$ cat src/rtl/fbs_pkg.sv
package fbs_pkg;
  parameter int unsigned ADDR_W = 16;
  parameter int unsigned DATA_W = 8;
  parameter int unsigned DG_W   = 12;
  parameter int unsigned WIDE_W = 16;
  parameter int unsigned NUM_BANKS = 2;
  localparam int unsigned BANK_BYTES = 8;
  localparam int unsigned SEL_W = $clog2(NUM_BANKS);

  localparam logic [2:0] OFF_DUR   = 3'd0;
  localparam logic [2:0] OFF_AGAIN = 3'd1;
  localparam logic [2:0] OFF_DG_HI = 3'd2;
  localparam logic [2:0] OFF_DG_LO = 3'd3;
  localparam logic [2:0] OFF_CI_HI = 3'd4;
  localparam logic [2:0] OFF_CI_LO = 3'd5;
  localparam logic [2:0] OFF_FM_HI = 3'd6;
  localparam logic [2:0] OFF_FM_LO = 3'd7;

  typedef struct packed {
    logic [DATA_W-1:0] dur;
    logic [DATA_W-1:0] again;
    logic [DG_W-1:0]   dgain;
    logic [WIDE_W-1:0] coarse;
    logic [WIDE_W-1:0] fmt;
  } settings_t;

  function automatic logic [ADDR_W-1:0] window_offset(
      input logic [ADDR_W-1:0] addr, input logic [ADDR_W-1:0] base);
    return addr - base;
  endfunction

  function automatic logic in_window(input logic [ADDR_W-1:0] off);
    return off < ADDR_W'(BANK_BYTES);
  endfunction

  function automatic logic is_high_byte(input logic [2:0] off);
    return (off == OFF_DG_HI) || (off == OFF_CI_HI) || (off == OFF_FM_HI);
  endfunction
endpackage

$ cat src/rtl/bank_shadow.sv
module bank_shadow
  import fbs_pkg::*;
#(
  parameter logic [ADDR_W-1:0] BASE = 16'h0154
) (
  input  logic              clk,
  input  logic              rst_n,
  input  logic              wr_en,
  input  logic [ADDR_W-1:0] wr_addr,
  input  logic [DATA_W-1:0] wr_data,
  output settings_t         shadow
);
  logic [ADDR_W-1:0] off;
  logic              hit;
  logic              stage_only;
  logic [DATA_W-1:0] stg_dg, stg_ci, stg_fm;

  assign off        = window_offset(wr_addr, BASE);
  assign hit        = wr_en && in_window(off);
  assign stage_only = hit && is_high_byte(off[2:0]);

  always_ff @(posedge clk) begin
    if (!rst_n) begin
      shadow <= '0;
      stg_dg <= '0;
      stg_ci <= '0;
      stg_fm <= '0;
    end else if (hit) begin
      case (off[2:0])
        OFF_DUR:   shadow.dur    <= wr_data;
        OFF_AGAIN: shadow.again  <= wr_data;
        OFF_DG_HI: stg_dg        <= wr_data;
        OFF_DG_LO: shadow.dgain  <= DG_W'({stg_dg, wr_data});
        OFF_CI_HI: stg_ci        <= wr_data;
        OFF_CI_LO: shadow.coarse <= WIDE_W'({stg_ci, wr_data});
        OFF_FM_HI: stg_fm        <= wr_data;
        default:   shadow.fmt    <= WIDE_W'({stg_fm, wr_data});
      endcase
    end
  end

  // a high byte on its own never alters the shadow contents
  assert_stage_holds_R5: assert property (@(posedge clk) disable iff (!rst_n)
    stage_only |=> $stable(shadow));

  // without a hit in this window the shadow stays put
  assert_window_only_R8: assert property (@(posedge clk) disable iff (!rst_n)
    !hit |=> $stable(shadow));
endmodule

$ cat src/rtl/bank_ctrl.sv
module bank_ctrl
  import fbs_pkg::*;
#(
  parameter logic [ADDR_W-1:0] CTRL_ADDR = 16'h0150,
  parameter int unsigned       CNT_W     = 8
) (
  input  logic              clk,
  input  logic              rst_n,
  input  logic              wr_en,
  input  logic [ADDR_W-1:0] wr_addr,
  input  logic              wr_bit0,
  input  logic              vsync,
  input  logic              frame_start,
  input  logic              frame_end,
  output logic [SEL_W-1:0]  sel_next,
  output logic              fast_track,
  output logic              latch_evt,
  output logic [SEL_W-1:0]  status,
  output logic [CNT_W-1:0]  frame_count
);
  localparam logic [ADDR_W-1:0] FAST_ADDR = CTRL_ADDR + ADDR_W'(2);

  logic sel_hit, fast_hit, seen_start, count_inc;

  function automatic logic [CNT_W-1:0] bump(input logic [CNT_W-1:0] c);
    return c + CNT_W'(1);
  endfunction

  assign sel_hit   = wr_en && (wr_addr == CTRL_ADDR);
  assign fast_hit  = wr_en && (wr_addr == FAST_ADDR);
  assign latch_evt = vsync || (fast_track && frame_end);
  assign count_inc = vsync && (seen_start || frame_start);

  always_ff @(posedge clk) begin
    if (!rst_n) begin
      sel_next    <= '0;
      fast_track  <= 1'b0;
      status      <= '0;
      seen_start  <= 1'b0;
      frame_count <= '0;
    end else begin
      if (sel_hit)   sel_next   <= SEL_W'(wr_bit0);
      if (fast_hit)  fast_track <= wr_bit0;
      if (latch_evt) status     <= sel_next;
      if (vsync)            seen_start <= 1'b0;
      else if (frame_start) seen_start <= 1'b1;
      if (count_inc) frame_count <= bump(frame_count);
    end
  end

  assert_count_step_R6: assert property (@(posedge clk) disable iff (!rst_n)
    count_inc |=> frame_count == $past(frame_count) + CNT_W'(1));

  assert_count_hold_R6: assert property (@(posedge clk) disable iff (!rst_n)
    !vsync |=> $stable(frame_count));

  assert_status_hold_R3: assert property (@(posedge clk) disable iff (!rst_n)
    !latch_evt |=> $stable(status));

  assert_status_load_R2: assert property (@(posedge clk) disable iff (!rst_n)
    latch_evt |=> status == $past(sel_next));

  // with fast tracking off a frame_end pulse is not a latch point
  assert_end_ignored_R7: assert property (@(posedge clk) disable iff (!rst_n)
    (!fast_track && !vsync) |-> !latch_evt);
endmodule

$ cat src/rtl/frame_bank_switch.sv
module frame_bank_switch
  import fbs_pkg::*;
#(
  parameter logic [ADDR_W-1:0] BANK_A_BASE = 16'h0154,
  parameter logic [ADDR_W-1:0] BANK_STRIDE = 16'h0100,
  parameter logic [ADDR_W-1:0] CTRL_ADDR   = 16'h0150,
  parameter int unsigned       CNT_W       = 8
) (
  input  logic              clk,
  input  logic              rst_n,
  input  logic              wr_en,
  input  logic [15:0]       wr_addr,
  input  logic [7:0]        wr_data,
  input  logic              vsync,
  input  logic              frame_start,
  input  logic              frame_end,
  output logic [7:0]        act_duration,
  output logic [7:0]        act_again,
  output logic [11:0]       act_dgain,
  output logic [15:0]       act_coarse,
  output logic [15:0]       act_format,
  output logic              bank_status,
  output logic [CNT_W-1:0]  frame_count
);
  settings_t          shadow [NUM_BANKS];
  settings_t          active;
  logic [SEL_W-1:0]   sel_next, status;
  logic               fast_track, latch_evt;

  for (genvar b = 0; b < NUM_BANKS; b++) begin : g_bank
    bank_shadow #(
      .BASE(ADDR_W'(BANK_A_BASE + b * BANK_STRIDE))
    ) u_shadow (
      .clk    (clk),
      .rst_n  (rst_n),
      .wr_en  (wr_en),
      .wr_addr(wr_addr),
      .wr_data(wr_data),
      .shadow (shadow[b])
    );
  end

  bank_ctrl #(
    .CTRL_ADDR(CTRL_ADDR),
    .CNT_W    (CNT_W)
  ) u_ctrl (
    .clk        (clk),
    .rst_n      (rst_n),
    .wr_en      (wr_en),
    .wr_addr    (wr_addr),
    .wr_bit0    (wr_data[0]),
    .vsync      (vsync),
    .frame_start(frame_start),
    .frame_end  (frame_end),
    .sel_next   (sel_next),
    .fast_track (fast_track),
    .latch_evt  (latch_evt),
    .status     (status),
    .frame_count(frame_count)
  );

  always_ff @(posedge clk) begin
    if (!rst_n)         active <= '0;
    else if (latch_evt) active <= shadow[sel_next];
  end

  assign act_duration = active.dur;
  assign act_again    = active.again;
  assign act_dgain    = active.dgain;
  assign act_coarse   = active.coarse;
  assign act_format   = active.fmt;
  assign bank_status  = status[0];

  assert_active_hold_R1: assert property (@(posedge clk) disable iff (!rst_n)
    !latch_evt |=> $stable(active));

  // a write in the latch cycle cannot alter what that latch captures
  assert_collision_R4: assert property (@(posedge clk) disable iff (!rst_n)
    (latch_evt && wr_en) |=> active == $past(shadow[sel_next]));
endmodule

$ cat config.mk
export PLATFORM = sky130hd
export DESIGN_NAME = frame_bank_switch
export DESIGN_NICKNAME = d
export VERILOG_FILES = /design/src/rtl/fbs_pkg.sv /design/src/rtl/bank_shadow.sv /design/src/rtl/bank_ctrl.sv /design/src/rtl/frame_bank_switch.sv
export SDC_FILE = /design/constraint.sdc
export NUM_CORES = 1
export LEC_CHECK = 0
export BUFFER_PORTS_ARGS = -buffer_cell sky130_fd_sc_hd__clkbuf_2
export CAP_MARGIN = 20
export CORE_MARGIN = 3
export CORE_UTILIZATION = 45
export CTS_CLUSTER_SIZE = 12
export DETAILED_ROUTE_END_ITERATION = 10
export PLACE_DENSITY = 0.76
export SLEW_MARGIN = 20
export SYNTH_ARGS = -nofsm -noshare
export SYNTH_HDL_FRONTEND = slang
export SYNTH_SLANG_ARGS = --single-unit
$ cat constraint.sdc
create_clock -name clk -period 2.2 [get_ports clk]
set_input_delay 0.22 -clock clk [delete_from_list [all_inputs] [get_ports clk]]
set_output_delay 0.22 -clock clk [all_outputs]
set_load 0.005 [all_outputs]
==> results by group, run 1 <==
Route
  • Post-Route WL: 24.0 mm
  • Via count: 7717
  • Routed Antenna Nets: 0
  • Total iterations of the first detailed-routing run: 7
  • DRT iter0 DRCs: 499
  • Via/cell ratio: 5.52
  • Wirelength per Cell: 17.2 µm
  • Residual DRC: 0

Global route
  • Initial antenna violation count: 0
  • All-Layer GR Usage: 20.1%
  • First-pass GRT wire length: 39.5 mm
  • Vias in the first global route: 7563
  • Gr ovfl total: 0
  • Largest net degree at the start of global routing: 122

STA
  • FMAX: 0.541 GHz
  • RSZ-0062 raised after global routing: no
  • Rel. slew slack: 51.6%
  • Fin. max-slew vios: 0
  • Clock skew: 9.80 ps
  • Final setup margin: 352 ps
  • Minimum clock period: 1850 ps
  • Hold Slack: 79.2 ps
  • Hold Fails Final Rpt: 0
  • Slew at the pin closest to its max-slew limit: 725 ps
  • Final setup violation count: 0
  • Final worst path period share: 84.0%
  • Setup total negative slack: 0 ps

Logic synthesis
  • XOR/XNOR Fraction of Synth Area: 0.812%
  • Ys Warns: 0
  • Seq cells post-synth: 232
  • Number of flops mapped to enable cells by yosys: 0
  • Simple-gate area share of the yosys netlist: 16.0%
  • Adder-Cell Fraction of Synth Area: 0.258%
  • Synth async-reset ratio: 0%
  • Synth cell types: 60
  • Largest family of logic cells by synthesized area: multiplexers
  • Synth Instances: 1017
  • Syn Nets: 1049
  • Synthesized area: 9710 µm²
  • Post-synthesis mux area share: 17.7%
  • Post-synthesis compound-gate area fraction: 12.8%
  • Register area share after synthesis: 47.8%
  • Ys flop type: dfxtp_1
  • Synthesized area per cell: 9.55 µm²

Critical path
  • Setup crit end kind: register
  • R2R Setup Slk: 770 ps
  • Worst path max stage delay: 390 ps
  • Reg2Reg Depth: 6
  • Critical path, cell by cell: clkbuf_2 > inv_1 > ha_1 > nand2b_1 > a21boi_1 > a211o_1 > or3_1 > buf_12 > o21ai_0 > a21oi_1
  • Startpoint types: input port
  • WS Path Type: input port to register
  • Worst Path Arrival: 2230 ps
  • Worst-path fanout max: 28
  • Slowest cell on crit path: or3_1
  • Worst path required time: 2580 ps

Placed design
  • Setup slack after placement: -137 ps
  • Post-detail-place hpwl: 15.7 mm
  • Dpl cells: 1359
  • PortBufs: 98
  • GP Congestion: 0.869

Die
  • Initial Util: 46.0%
  • FP Rows: 53
  • Core Region: 21100 µm²
  • DIE HEIGHT: 153 µm
  • Ports: 99
  • Die area: 23400 µm²
  • Die width: 153 µm

Clock tree
  • Skew-Pair Late Insertion Delay: 510 ps
  • Max Buffers Root-to-Sink: 3
  • CTS root buf: clkbuf_16
  • Htree depth: 1
  • Clk sink count: 232
  • Clock transition at path regs: 60 ps
  • CTS tree: yes
  • Cts bufs inserted: 24

Power and ir drop
  • Switching power: 0.00194 W
  • Clock Power Share: 43.6%
  • Internal power: 0.00663 W
  • Comb pwr share: 6.4%
  • Net Sw Frac: 22.6%
  • Pwr Density: 744 nW/µm²
  • Seq pwr share: 50.0%
  • Pleak: 4.89 nW
  • Worst vdd ir: 0.377 mV

Status
  • Status: finished clean

Flow run
  • Max-cap violations: 0

Hold path
  • Hold Crit Depth: 3
  • Hold WC Path Type: input port to register

Cells and area
  • Nets: 1144
  • Fill count: 1869
  • Share of layout cells above drive strength 1: 18.4%
  • Post-route insts no fill: 1397
  • Area growth syn-to-layout: 18.5%
  • ANT cells: 0
## stage by stage
stage	power (W)	utilization [%]	instance area, µm²
2_1_floorplan	0.00467	-	9710
3_3_place_gp	0.00491	51.1	10800
3_5_place_dp	0.00492	51.1	10800
4_1_cts	0.00861	54.6	11500
5_1_grt	0.00882	54.6	11500
6_report	0.00857	54.6	11500
## layer usage
layer / GRT usage (%) / up-vias / share of wire [%]
li1: - / 3779 / -
met1: 26.9 / 3692 / 44
met2: 34.4 / 209 / 49
met3: 3.09 / 37 / 5.5
met4: 4.62 / 0 / 1.5
met5: 0 / - / 0
## worst max-delay path: cells and delay by family
family	cells	cell delay, ps
AOI/OAI and AO/OA	4	850
buffers and inverters	3	330
adders and majority gates	1	240
and+or+nand+nor	2	570
## layout by cell type, fill, tap and decap left out, drive strengths merged, types with 3 or more instances in the layout
cell type,count
clkbuf,132
nor2b,3
nand4,10
buf,53
and2,5
nor3,8
xor2,6
a21oi,61
mux2i,171
nor2,79
xnor2,3
nand3b,4
o211ai,3
a211oi,61
inv,7
nand3,60
dfxtp,232
nand2,126
and3,5
o21ai,59
## cell type report
type                       instances  area, µm²  area share, %
clock buffer                      35        703           6.11
multi-input combinational        694       4630           40.2
clock inverter                     1       8.76         0.0761
inverter                           8       31.3          0.272
tap                              275        344           2.99
timing repair buffer             152       1140           9.92
sequential                       232       4650           40.4
## cell usage after synthesis (3+ instances only)
| master | n | area (µm²) |
|---|---|---|
| dfxtp_1 | 232 | 4640 |
| mux2i_1 | 171 | 1710 |
| nand2_1 | 126 | 473 |
| nor2_1 | 78 | 293 |
| a211oi_1 | 60 | 450 |
| a21oi_1 | 60 | 300 |
| nand3_1 | 55 | 275 |
| o21ai_0 | 52 | 260 |
| clkbuf_1 | 44 | 165 |
| buf_1 | 14 | 52.6 |
| buf_2 | 10 | 50.1 |
| buf_6 | 8 | 90.1 |
| buf_4 | 7 | 52.6 |
| inv_1 | 7 | 26.3 |
| o21ai_1 | 7 | 35.0 |
| xor2_1 | 6 | 52.6 |
| and2_1 | 5 | 31.3 |
| and3_1 | 5 | 31.3 |
| nand3b_1 | 4 | 30.0 |
| nand4_4 | 4 | 85.1 |
| nor3_1 | 4 | 20.0 |
| nand3_4 | 3 | 52.6 |
| nand4_1 | 3 | 18.8 |
| nand4_2 | 3 | 37.5 |
| nor2b_1 | 3 | 18.8 |
| nor3_2 | 3 | 30.0 |
| xnor2_1 | 3 | 26.3 |
## state kept, by name, indices dropped and copies added (netlist names)
signal,cells
u_ctrl.sel_next,1
g_bank.u_shadow.stg_ci,16
act_format,16
u_ctrl.status,1
u_ctrl.seen_start,1
u_ctrl.frame_count,8
act_again,8
g_bank.u_shadow.stg_dg,8
g_bank.u_shadow.shadow,120
act_dgain,12
act_coarse,16
u_ctrl.fast_track,1
g_bank.u_shadow.stg_fm,16
act_duration,8
## power groups by stage
stage	clock network, W	registers [W]	logic [W]
2_1_floorplan	0	0.00438	0.000289
3_3_place_gp	0	0.00438	0.000530
3_5_place_dp	0	0.00438	0.000540
4_1_cts	0.00378	0.00429	0.000544
5_1_grt	0.00393	0.00429	0.000595
6_report	0.00373	0.00429	0.000545
## logic make-up after synthesis
group	count (synthesis)
compound gates	196
xor+xnor	9
fa+ha+maj	2
buf+inv	91
flops	232
mux	172
simple gates	315
## final timing paths
path                                                    from                                         end
setup / recovery                                  wr_addr[2]  g_bank[1].u_shadow.shadow[14]$_SDFFE_PN0P_
hold reg to reg   g_bank[0].u_shadow.shadow[10]$_SDFFE_PN0P_  g_bank[0].u_shadow.shadow[10]$_SDFFE_PN0P_
hold / removal                                    wr_data[1]  g_bank[1].u_shadow.shadow[33]$_SDFFE_PN0P_
setup reg to reg              u_ctrl.seen_start$_SDFFE_PP0P_          u_ctrl.frame_count[5]$_SDFFE_PN0P_
## repair_timing
action,CTS,global route
gates resized for setup,0,0
setup buffers,0,0
endpoints found under the setup margin,0,0
hold buffers,2,0
hold endpoints to repair,1,0
No activity file was read; power rests on OpenSTA's default activity.
==> inputs of run 2 (changes only) <==
- clock period: 2.2 -> 1.6 ns (I/O delays scaled with it)
==> run 2 against run 1 <==
Effect of this change: setup slack got worse by 300 ps; sequential share of layout area fell by 2.1 points; via count is 3.7% higher; final cell count is 3.5% higher; register-to-register slack got worse by 570 ps; global-route usage grew 0.78 points; first-iteration DRC count rose by 15%; wire length up 6.9%; combinational power increased by 62%.
==> results by group, run 2 (same netlist as run 1, synthesis figures left out) <==
Critical path
  • R2R Setup Slk: 200 ps (was 770 ps)
  • Slowest cell on crit path: a211o_4 (was or3_1)
  • Worst setup startpoint: wr_addr[2] (unchanged)
  • Worst-path fanout max: 28 (unchanged)
  • Worst path max stage delay: 390 ps (about the same)
  • WS Path Type: input port to register (unchanged)
  • Critical path, cell by cell: buf_12 > inv_12 > ha_4 > and3b_1 > o211ai_2 > a211o_4 > or3_4 > buf_12 > o21ai_2 > a21oi_1 (was clkbuf_2 > inv_1 > ha_1 > nand2b_1 > a21boi_1 > a211o_1 > or3_1 > buf_12 > o21ai_0 > a21oi_1)
  • Worst Path Arrival: 1940 ps (was 2230 ps)
  • Crit path top cell by count: buf_12
  • Reg-to-Reg Start: u_ctrl.sel_next$_SDFFE_PN0P_ (was u_ctrl.seen_start$_SDFFE_PP0P_)
  • CP endpoint: g_bank[1].u_shadow.shadow[41]$_SDFFE_PN0P_ (was g_bank[1].u_shadow.shadow[14]$_SDFFE_PN0P_)
  • Reg-to-reg critical path endpoint: act_coarse[2]$_SDFFE_PN0P_ (was u_ctrl.frame_count[5]$_SDFFE_PN0P_)
  • Setup crit end kind: register (unchanged)
  • Startpoint types: input port (unchanged)
  • Worst path required time: 1990 ps (was 2580 ps)
  • Reg2Reg Depth: 3 (was 6)

Placed design
  • Dpl cells: 1399 (was 1359)
  • PortBufs: 98 (unchanged)
  • GP Congestion: 0.863 (was 0.869)
  • Post-detail-place hpwl: 16.9 mm (was 15.7 mm)

Power and ir drop
  • Pwr Density: 977 nW/µm² (was 744 nW/µm²)
  • Final Total Pwr: 0.0119 W (was 0.00857 W)
  • Worst vdd ir: 0.635 mV (was 0.377 mV)
  • Pleak: 5.17 nW (was 4.89 nW)

STA
  • Setup total negative slack: 0 ps (unchanged)
  • Final worst path period share: 97.1%
  • FMAX: 0.644 GHz
  • Fin. max-slew vios: 0 (unchanged)
  • Final setup violation count: 0 (unchanged)
  • Minimum clock period: 1550 ps
  • RSZ-0062 raised after global routing: yes (was no)
  • Hold Fails Final Rpt: 0 (unchanged)
  • Rel. slew slack: 63.5% (was 51.6%)
  • Clock skew: 4.73 ps (was 9.80 ps)
  • Slew at the pin closest to its max-slew limit: 546 ps (was 725 ps)

Global route
  • Gr ovfl total: 0 (unchanged)
  • Initial antenna violation count: 0 (unchanged)
  • First-pass GRT wire length: 40.6 mm (was 39.5 mm)
  • Vias in the first global route: 7840 (was 7563)
  • Largest net degree at the start of global routing: 60 (was 122)
  • All-Layer GR Usage: 20.8% (was 20.1%)

Cells and area
  • Max FFs per register: 120 (unchanged)
  • Area growth syn-to-layout: 25.2% (was 18.5%)
  • Share of layout cells above drive strength 1: 24.3% (was 18.4%)
  • Commonest non-fill, non-tap cell in the layout: dfxtp_1 (unchanged)
  • ANT cells: 0 (unchanged)
  • Post-route insts no fill: 1446 (was 1397)
  • Nets: 1193 (was 1144)
  • Finished Core Util: 57.6% (was 54.6%)
  • Most frequent cells in the layout: 231 x dfxtp_1, 171 x mux2i_1, 126 x nand2_1 (unchanged)
  • Largest Register: g_bank.u_shadow.shadow (unchanged)

Clock tree
  • Skew-Pair Late Insertion Delay: 510 ps (about the same)
  • Htree depth: 1 (unchanged)
  • Clock transition at path regs: 60 ps (about the same)
  • Clk sink count: 232 (unchanged)
  • CTS tree: yes (unchanged)
  • Max Buffers Root-to-Sink: 3 (unchanged)
  • Cts bufs inserted: 24 (unchanged)
  • CTS root buf: clkbuf_16 (unchanged)

Route
  • Total iterations of the first detailed-routing run: 5 (was 7)
  • DRT iter0 DRCs: 573 (was 499)
  • Via/cell ratio: 5.54 (was 5.52)
  • Wirelength per Cell: 17.7 µm (was 17.2 µm)
  • Via count: 8006 (was 7717)
  • Residual DRC: 0 (unchanged)
  • Routed Antenna Nets: 0 (unchanged)
  • Post-Route WL: 25.6 mm (was 24.0 mm)

Hold path
  • Hold WC Path Type: input port to register (unchanged)

Die
  • FP Rows: 53 (unchanged)
  • DIE HEIGHT: 153 µm (unchanged)
  • Initial Util: 46.0% (unchanged)
  • Die width: 153 µm (unchanged)
  • Core Region: 21100 µm² (unchanged)
  • Ports: 99 (unchanged)
  • Die area: 23400 µm² (unchanged)

Flow run
  • Max-cap violations: 0 (unchanged)

Status
  • Status: finished clean (unchanged)
==> run 2: changes by cell type in the layout (fill, tap and decap cells not counted), sizes merged <==
cell,delta
or3,+2
clkbuf,-2
buf,+48
clkinvlp,+1
==> run 2: repair_timing <==
item | in CTS | in global routing
setup endpoints to repair | 118 | 156
setup buffers | 2 | 5
hold endpoints to repair | 1 | 0
gates resized for setup | 10 | 27
hold buffers | 2 | 0
pin swaps | 3 | 11
gates cloned | 0 | 3
==> run 2: cell type report <==
type	instances	area (µm²)
Timing Repair Buffer	199	1600
Sequential cell	232	4650
Clock buffer	34	689
Multi-Input combinational cell	696	4800
Tap cell	275	344
Fill cell	1743	8940
Clock inverter	2	12.5
Inverter	8	56.3
==> run 2: how the worst min path moves through the flow <==
| stage | startpoint | end | slack, ps | cells past startpoint |
|---|---|---|---|---|
| after floorplan | vsync | u_ctrl.seen_start$_SDFFE_PP0P_ | 240 | 1 |
| after global placement | vsync | u_ctrl.seen_start$_SDFFE_PP0P_ | 370 | 2 |
| after detailed placement | vsync | u_ctrl.seen_start$_SDFFE_PP0P_ | 380 | 2 |
| after CTS | wr_data[2] | g_bank[1].u_shadow.shadow[46]$_SDFFE_PN0P_ | 10 | 3 |
| after global routing | wr_data[2] | g_bank[1].u_shadow.shadow[2]$_SDFFE_PN0P_ | 30 | 3 |
| final | wr_data[2] | g_bank[1].u_shadow.shadow[46]$_SDFFE_PN0P_ | 30 | 3 |
==> run 2: stage by stage <==
step                      hold WS, ps  instance area (µm²)  worst slack (ps)
final                            25.7                12200              46.8
after global routing             31.2                12200             -42.9
after CTS                        9.56                12000              7.49
after detailed placement          380                11200              -596
after global placement            371                11200              -533
after floorplan                   239                 9850              -371
==> run 2: critical path, delay by kind of cell <==
family	cells	cell delay (ps)
compound gates	4	720
fa+ha+maj	1	150
simple gates	2	560
buf+inv	3	340
==> run 2: report_power, final <==
part	switching, W	internal [W]
clock network	0.00213	0.00295
logic	0.000530	0.000354
registers	0.0000416	0.00585
total	0.00271	0.00916
==> run 2: layer usage <==
metal / GRT usage [%] / vias to the layer above / part of all wire [%]
li1: - / 3887 / -
met2: 36.1 / 229 / 49
met3: 2.75 / 53 / 5.3
met4: 6.66 / 0 / 3.0
met1: 27.1 / 3837 / 43
met5: 0 / - / 0
==> inputs of run 3 (changes only) <==
- PLACE_DENSITY: 0.76 -> 0.69
==> run 3 against run 2 <==
Effect of this change: fmax down 1.2%; via count decreased by 1.4%; count of clock-buffer cells in the layout up 2; critical path depth decreased by 1; register-to-register slack better by 120 ps; highest routed layer unchanged; global-route usage fell by 0.084 points; sequential power about the same; utilization up 0.55 points; cell area up 0.95%; largest cell class unchanged; critical endpoint is now g_bank[1].u_shadow.shadow[18]$_SDFFE_PN0P_; sequential cell count unchanged; wire length shrank 0.39%; sequential share of layout area fell by 0.36 points.
==> results by group, run 3 (same netlist as run 1, synthesis figures left out) <==
Placed design
  • PortBufs: 98 (unchanged)
  • GP Congestion: 0.854 (was 0.863)
  • Post-detail-place hpwl: 16.6 mm (was 16.9 mm)
  • Setup slack after placement: -610 ps (was -596 ps)
  • Dpl cells: 1396 (was 1399)

Status
  • Status: finished clean (unchanged)

Power and ir drop
  • Final Total Pwr: 0.0121 W (was 0.0119 W)
  • Pleak: 5.17 nW (about the same)
  • Pwr Density: 985 nW/µm² (was 977 nW/µm²)
  • Worst vdd ir: 0.606 mV (was 0.635 mV)

Route
  • Post-Route WL: 25.5 mm (was 25.6 mm)
  • DRT iter0 DRCs: 449 (was 573)
  • Total iterations of the first detailed-routing run: 5 (unchanged)
  • Routed Antenna Nets: 0 (unchanged)
  • Via/cell ratio: 5.48 (was 5.54)
  • Wirelength per Cell: 17.7 µm (about the same)
  • Residual DRC: 0 (unchanged)
  • Via count: 7891 (was 8006)

Die
  • DIE HEIGHT: 153 µm (unchanged)
  • Initial Util: 46.0% (unchanged)
  • Core Region: 21100 µm² (unchanged)
  • Ports: 99 (unchanged)
  • Die area: 23400 µm² (unchanged)
  • FP Rows: 53 (unchanged)
  • Die width: 153 µm (unchanged)

STA
  • Hold Slack: 23.2 ps (was 25.7 ps)
  • Final worst path period share: 98.2% (was 97.1%)
  • Fin. max-slew vios: 0 (unchanged)
  • Final setup margin: 28.1 ps (was 46.8 ps)
  • RSZ-0062 raised after global routing: yes (unchanged)
  • Rel. slew slack: 65.0% (was 63.5%)
  • FMAX: 0.636 GHz (was 0.644 GHz)
  • Slew at the pin closest to its max-slew limit: 525 ps (was 546 ps)
  • Hold Fails Final Rpt: 0 (unchanged)
  • Final setup violation count: 0 (unchanged)
  • Clock skew: 5.05 ps (was 4.73 ps)
  • Minimum clock period: 1570 ps (was 1550 ps)

Flow run
  • Max-cap violations: 0 (unchanged)

Clock tree
  • Skew-Pair Late Insertion Delay: 510 ps (about the same)
  • CTS tree: yes (unchanged)
  • Max Buffers Root-to-Sink: 3 (unchanged)
  • Clock transition at path regs: 60 ps (about the same)
  • Cts bufs inserted: 24 (unchanged)
  • Clk sink count: 232 (unchanged)
  • Htree depth: 1 (unchanged)
  • CTS root buf: clkbuf_16 (unchanged)

Hold path
  • Hold Path Origin: wr_data[1] (was wr_data[2])
  • Hold EP: g_bank[1].u_shadow.shadow[17]$_SDFFE_PN0P_ (was g_bank[1].u_shadow.shadow[46]$_SDFFE_PN0P_)
  • Hold Crit Depth: 3 (unchanged)
  • Hold WC Path Type: input port to register (unchanged)

Critical path
  • Setup crit end kind: register (unchanged)
  • Critical path, cell by cell: buf_12 > inv_12 > ha_4 > and3b_1 > o211ai_2 > a211o_4 > or3_4 > o21ai_1 > a21oi_2 (was buf_12 > inv_12 > ha_4 > and3b_1 > o211ai_2 > a211o_4 > or3_4 > buf_12 > o21ai_2 > a21oi_1)
  • Worst Path Arrival: 1960 ps (was 1940 ps)
  • Reg2Reg Depth: 4 (was 3)
  • Worst path required time: 1990 ps (about the same)
  • WS Path Type: input port to register (unchanged)
  • Worst path max stage delay: 490 ps (was 390 ps)
  • Worst-path fanout max: 24 (was 28)
  • Reg-to-reg critical path endpoint: act_format[14]$_SDFFE_PN0P_ (was act_coarse[2]$_SDFFE_PN0P_)
  • Slowest cell on crit path: or3_4 (was a211o_4)
  • Reg-to-Reg Start: u_ctrl.fast_track$_SDFFE_PN0P_ (was u_ctrl.sel_next$_SDFFE_PN0P_)
  • Startpoint types: input port (unchanged)
  • R2R Setup Slk: 320 ps (was 200 ps)

Global route
  • First-pass GRT wire length: 40.5 mm (was 40.6 mm)
  • Vias in the first global route: 7832 (was 7840)
  • Initial antenna violation count: 0 (unchanged)
  • Largest net degree at the start of global routing: 79 (was 60)
  • All-Layer GR Usage: 20.8% (about the same)
  • Gr ovfl total: 0 (unchanged)

Cells and area
  • Seq. cell area: 4650 µm² (unchanged)
  • ANT cells: 0 (unchanged)
  • Max FFs per register: 120 (unchanged)
  • Area occupied by multi-input gates: 4900 µm² (was 4800 µm²)
  • Fill count: 1821 (was 1743)
  • Post-route insts no fill: 1440 (was 1446)
  • Share of layout cells above drive strength 1: 26.0% (was 24.3%)
  • Nets: 1187 (was 1193)
  • Largest Register: g_bank.u_shadow.shadow (unchanged)
  • Most frequent cells in the layout: 231 x dfxtp_1, 170 x mux2i_1, 126 x nand2_1 (was 231 x dfxtp_1, 171 x mux2i_1, 126 x nand2_1)
  • Area growth syn-to-layout: 26.4% (was 25.2%)
  • Commonest non-fill, non-tap cell in the layout: dfxtp_1 (unchanged)
[run 3: metal layers]
layer  track usage (%)  wire, µm  vias to the layer above
li1                  -         -                     3874
met1              27.7     11300                     3779
met2              35.1     12300                      205
met3              3.37      1420                       33
met4              5.77       513                        0
met5                 0         0                        -
[run 3: layout make-up]
class / instances / area share, %
Tap cell: 275 / 2.80
Timing Repair Buffer: 195 / 12.8
Clock buffer: 36 / 6.10
Sequential cell: 232 / 37.9
Multi-Input combinational cell: 694 / 40.0
Inverter: 8 / 0.459
[run 3: worst max path at each step]
stage,end,slack [ps],cells past startpoint,start
6_report,g_bank[1].u_shadow.shadow[18]$_SDFFE_PN0P_,30,9,wr_addr[2]
3_3_place_gp,g_bank[0].u_shadow.stg_ci[0]$_SDFFE_PN0P_,-560,10,wr_addr[2]
5_1_grt,g_bank[0].u_shadow.stg_dg[0]$_SDFFE_PN0P_,-70,10,wr_addr[7]
3_5_place_dp,g_bank[0].u_shadow.stg_ci[2]$_SDFFE_PN0P_,-610,10,wr_addr[2]
2_1_floorplan,g_bank[0].u_shadow.shadow[21]$_SDFFE_PN0P_,-370,8,wr_addr[11]
4_1_cts,g_bank[1].u_shadow.shadow[54]$_SDFFE_PN0P_,10,10,wr_addr[2]
[run 3: critical path, delay by kind of cell]
kind	cells	cell delay, ps
AO/OA/AOI/OAI	4	820
adder cells (fa/ha/maj)	1	130
buffers and inverters	2	160
AND/OR/NAND/NOR	2	670
[run 3: through the flow]
step           util (%)  area, µm²  setup TNS [ps]
2_1_floorplan         -       9850          -41610
3_3_place_gp       52.8      11100          -82510
3_5_place_dp       52.8      11100          -89830
4_1_cts            56.7      12000               0
5_1_grt            58.2      12300           -1890
6_report           58.2      12300               0
[run 3: repair_timing]
action,in CTS,in global routing
setup buffers,0,2
hold endpoints to repair,1,0
setup endpoints to repair,136,154
pin swaps,4,24
gates resized for setup,10,53
hold buffers,2,0
gates cloned,0,4
[run 3: where the power goes]
group,internal [W],total [W],switching [W]
registers,0.00585,0.00589,0.0000406
clock network,0.00318,0.00532,0.00214
logic,0.000341,0.000874,0.000533
total,0.00937,0.0121,0.00271
